**config.mk**
```make
export PLATFORM = sky130hd
export DESIGN_NAME = rx_status_irq
export DESIGN_NICKNAME = d
export VERILOG_FILES = /design/src/rtl/rxs_pkg.sv /design/src/rtl/rxs_sticky_bit.sv /design/src/rtl/rxs_irq_mask.sv /design/src/rtl/rx_status_irq.sv
export SDC_FILE = /design/constraint.sdc
export NUM_CORES = 1
export LEC_CHECK = 0
export ABC_AREA = 1
export CAP_MARGIN = 30
export CORE_AREA = 2 2 39 41
export CTS_BUF_LIST = sky130_fd_sc_hd__clkbuf_8
export CTS_CLUSTER_SIZE = 8
export DETAILED_ROUTE_END_ITERATION = 10
export DIE_AREA = 0 0 41 43
export PLACE_DENSITY = 0.7
export SYNTH_ARGS = -nofsm -noshare
export SYNTH_HDL_FRONTEND = slang
export SYNTH_SLANG_ARGS = --single-unit
export TNS_END_PERCENT = 1
```
**constraint.sdc**
```tcl
create_clock -name clk -period 0.8 [get_ports clk]
set_input_delay 0.12 -clock clk [delete_from_list [all_inputs] [get_ports clk]]
set_output_delay 0.12 -clock clk [all_outputs]
set_load 0.1 [all_outputs]
```
**src/rtl/rxs_pkg.sv**
```systemverilog
package rxs_pkg;
    localparam int STAT_W = 8;

    typedef struct packed {
        logic new_stat;   // 7
        logic hdr_rcvd;   // 6
        logic pkt_bad;    // 5
        logic oversize;   // 4
        logic undersize;  // 3
        logic dribble;    // 2
        logic crc_err;    // 1
        logic fifo_ovf;   // 0
    } rx_evt_t;

    localparam logic [STAT_W-1:0] ALWAYS_IRQ = 8'b0001_1011;
    localparam logic [STAT_W-1:0] BAD_BIT    = 8'b0010_0000;
    localparam logic [STAT_W-1:0] HDR_BIT    = 8'b0100_0000;

    function automatic logic [STAT_W-1:0] irq_cap(input logic en_bad, input logic en_hdr);
        return ALWAYS_IRQ | (en_bad ? BAD_BIT : '0) | (en_hdr ? HDR_BIT : '0);
    endfunction
endpackage

```
**src/rtl/rxs_sticky_bit.sv**
```systemverilog
module rxs_sticky_bit (
    input  logic clk,
    input  logic rst,
    input  logic ev,
    input  logic rd,
    output logic q
);
    always_ff @(posedge clk) begin
        if (rst) q <= 1'b0;
        else     q <= (q & ~rd) | ev;
    end

    assert_set_R2: assert property (@(posedge clk) disable iff (rst) ev |=> q);
    assert_clear_R4: assert property (@(posedge clk) disable iff (rst) (rd && !ev) |=> !q);
    assert_hold_R3: assert property (@(posedge clk) disable iff (rst) (q && !rd) |=> q);
    assert_idle_R3: assert property (@(posedge clk) disable iff (rst) (!q && !ev) |=> !q);
endmodule

```
**src/rtl/rxs_irq_mask.sv**
```systemverilog
module rxs_irq_mask
    import rxs_pkg::*;
(
    input  logic              clk,
    input  logic              rst,
    input  logic [STAT_W-1:0] st,
    input  logic              en_bad,
    input  logic              en_hdr,
    input  logic              dis,
    output logic              irq
);
    logic [STAT_W-1:0] cap;
    always_comb begin
        cap = irq_cap(en_bad, en_hdr);
        irq = !dis && |(st & cap);
    end

    assert_dis_R9: assert property (@(posedge clk) disable iff (rst) dis |-> !irq);
    assert_never_R7: assert property (@(posedge clk) disable iff (rst)
        ((st & 8'b0111_1011) == '0) |-> !irq);
    assert_bad_gate_R8: assert property (@(posedge clk) disable iff (rst)
        (!en_bad && (st & 8'b0101_1011) == '0) |-> !irq);
    assert_hdr_gate_R8: assert property (@(posedge clk) disable iff (rst)
        (!en_hdr && (st & 8'b0011_1011) == '0) |-> !irq);
    assert_err_R6: assert property (@(posedge clk) disable iff (rst)
        (!dis && (st & 8'b0001_1011) != '0) |-> irq);
endmodule

```
**src/rtl/rx_status_irq.sv**
```systemverilog
module rx_status_irq
    import rxs_pkg::*;
(
    input  logic       clk,
    input  logic       rst,
    input  logic       ev_fifo_ovf,
    input  logic       ev_crc_err,
    input  logic       ev_undersize,
    input  logic       ev_oversize,
    input  logic       ev_dribble,
    input  logic       ev_pkt_bad,
    input  logic       ev_hdr_rcvd,
    input  logic       ev_new_stat,
    input  logic       rd_stb,
    input  logic       en_bad_irq,
    input  logic       en_hdr_irq,
    input  logic       rx_irq_dis,
    output logic [7:0] status,
    output logic       irq
);
    rx_evt_t           evt;
    logic [STAT_W-1:0] evt_v;
    logic [STAT_W-1:0] st_q;

    always_comb begin
        evt.fifo_ovf  = ev_fifo_ovf;
        evt.crc_err   = ev_crc_err;
        evt.dribble   = ev_dribble;
        evt.undersize = ev_undersize;
        evt.oversize  = ev_oversize;
        evt.pkt_bad   = ev_pkt_bad;
        evt.hdr_rcvd  = ev_hdr_rcvd;
        evt.new_stat  = ev_new_stat;
        evt_v         = evt;
    end

    for (genvar i = 0; i < STAT_W; i++) begin : g_bit
        rxs_sticky_bit u_bit (
            .clk (clk),
            .rst (rst),
            .ev  (evt_v[i]),
            .rd  (rd_stb),
            .q   (st_q[i])
        );
    end

    rxs_irq_mask u_mask (
        .clk    (clk),
        .rst    (rst),
        .st     (st_q),
        .en_bad (en_bad_irq),
        .en_hdr (en_hdr_irq),
        .dis    (rx_irq_dis),
        .irq    (irq)
    );

    assign status = st_q;

    assert_reset_R1: assert property (@(posedge clk) rst |=> (status == 8'h00));
    assert_irqfall_R10: assert property (@(posedge clk) disable iff (rst)
        (rd_stb && evt_v == '0) |=> !irq);
endmodule

```
==> reports/qor.txt <==
Ant. Diodes = 0
WHS Path Cells = 3
CTS tree = built
endpoint class of the critical path = primary output
area post-placement = 672 um2
RR Endpoint = g_bit[1].u_bit.q
crit path time final = 1.18 ns
Core Box Area = 1380 um2
grt ovf = 0
Worst setup SP type = flop
Worst Reg2Reg Path Length in Cells = 4
Post-Synthesis Cells = 42
RePlAce Congestion = 0.589
first-pass GRT wire length = 1.31 mm
share of cells above drive strength 1 = 55.9%
WL per Instance = 10.2 um
row cnt = 14
leakage power = 0.330 nW
die width = 41 um
RSZ-0062 raised after global routing = yes
Final Hold Vio Count = 0
DR pass1 iterations = 3
Synth Register Bits = 8
CP Class = reg -> out
Syn. warnings = 0
post-synth cell types = 7
Die Y = 43 um
Reg clk slew, reported paths = 0.04 ns
vias = 349
sequential share of the synthesized area = 48.7%
# port buffers = 22
setup violators final = 11
Starting Density = 23.8%
Sink Count = 8
dpl ws = -0.380 ns
Hold Path End = g_bit[6].u_bit.q
post-DP HPWL = 647 um
PnR Total Power = 1.49 mW
worst-skew pair later-pin latency = 0.22 ns
clk root buf = clkbuf_8
reg-to-reg setup timing slack = -0.01 ns
number of flip-flops in the largest register = 8
Final Slew Violations = 0
pin count of the biggest net entering global routing = 9
Post-Syn Area = 329 um2
DR WL met2 = 437 um
Cells after DPL = 79
IO Pins = 23
vias per inst = 4.15
Worst Tran Pin Value = 0.175 ns
die footprint = 1760 um2
Mapped Nets = 56
Starting DRT DRC Count = 5
M1 WL = 326 um
final non-filler cell area = 769 um2
Worst Skew = 0 ns
routed wire length on met3 = 87 um
Final WS setup = -0.377 ns
Total Routing Usage GR = 11.4%
violated checks = negative setup slack
final core utilization = 55.6%
CP Data Required Time = 0.68 ns
Slew Limit Headroom = 88.3%
Num CTS Buffers = 3
CTS Hold Bufs = 0
Top Registers = g_bit.u_bit.q (8)
max layer used = met4
number of global-route vias before repair = 354
detailed-route DRC error count = 0
overall routed net length = 860 um
arrival time worst endpoint = 1.06 ns
initial antenna violation count = 0
Top reg by flops = g_bit.u_bit.q
htree depth = 1
area grow syn2layout = 134%
reg2reg start = g_bit[1].u_bit.q
Routed Antenna Nets = 0
VDD IR max = 1020 uV
Worst Path Max Fanout = 2
maximum buffer depth of the clock tree = 2
PwrDens = 1930 nW/um2
Hold Crit Class = in -> reg
max cap viols = 0
NumNets Final = 84
final worst path period share = 147%
Post-Layout Cell Count = 84
status = complete, but fails checks
HP Start = ev_hdr_rcvd
syn avg cell area = 7.83 um2
Fmax achieved = 850 MHz
[layout by cell type, fill, tap and decap left out]
cell             count
clkdlybuf4s50_1     13
buf_12               9
nor2_1               8
dfxtp_2              8
buf_6                6
a21oi_1              5
nand2_1              4
buf_4                4
nor2_2               3
a21oi_2              3
clkbuf_8             3
nor2_4               1
inv_2                1
[critical path: stages, from the launching register on]
cell	delay [ns]
dfxtp_2	0.32
nor2_2	0.09
nand2_1	0.07
nor2_2	0.15
nor2_4	0.05
buf_12	0.16
[synth_stat cells]
cell | n | area, um2
dfxtp_1 | 8 | 160
nand2_1 | 4 | 15.0
inv_2 | 1 | 3.75
nor2_1 | 12 | 45.0
buf_4 | 8 | 60.1
clkbuf_2 | 1 | 5.00
a21oi_1 | 8 | 40.0
[logic make-up (layout without fill, tap and decap cells)]
logic type | count (synthesis) | in the layout | share of synthesized area (%)
AND/OR/NAND/NOR | 16 | 16 | 18.2
buffers and inverters | 10 | 36 | 20.9
AO/OA/AOI/OAI | 8 | 8 | 12.2
flip-flops | 8 | 8 | 48.7
[worst max path at each step]
stage / cells after the start / slack, ns / start / endpoint
3_3_place_gp: 6 / -0.35 / en_bad_irq / irq
2_1_floorplan: 4 / -0.27 / g_bit[5].u_bit.q / irq
6_report: 5 / -0.38 / g_bit[1].u_bit.q / irq
4_1_cts: 5 / -0.39 / g_bit[0].u_bit.q / irq
3_5_place_dp: 6 / -0.38 / en_hdr_irq / irq
5_1_grt: 5 / -0.44 / g_bit[1].u_bit.q / irq
[repair_timing]
item | in CTS | in global routing
resized for setup | 7 | 6
setup buffers | 0 | 2
pin swaps | 4 | 6
setup endpoints to repair | 9 | 12
[stage by stage]
stage                     hold slack, ns  TNS (ns)
after floorplan                    0.237    -0.269
after global placement             0.534     -1.62
after detailed placement           0.550     -1.70
after CTS                          0.482     -1.38
after global routing               0.503     -1.92
final                              0.483     -1.61
[metal layers]
metal | vias up | global-route usage, %
met4 | 0 | 10.0
met3 | 2 | 4.71
met5 | - | 0
li1 | 178 | -
met2 | 15 | 15.3
met1 | 154 | 13.0
[cell type report]
cell class	count	area [um2]
timing repair buffer	32	408
clock buffer	3	41.3
tap	16	20.0
sequential	8	170
fill	140	614
inverter	1	3.75
multi-input combinational	24	126
[power breakdown]
part	total [mW]	switching, mW	internal (mW)
Clock	0.477	0.151	0.325
Combinational	0.555	0.310	0.245
Sequential	0.455	0.0221	0.433
No activity file was read; power rests on OpenSTA's default activity.
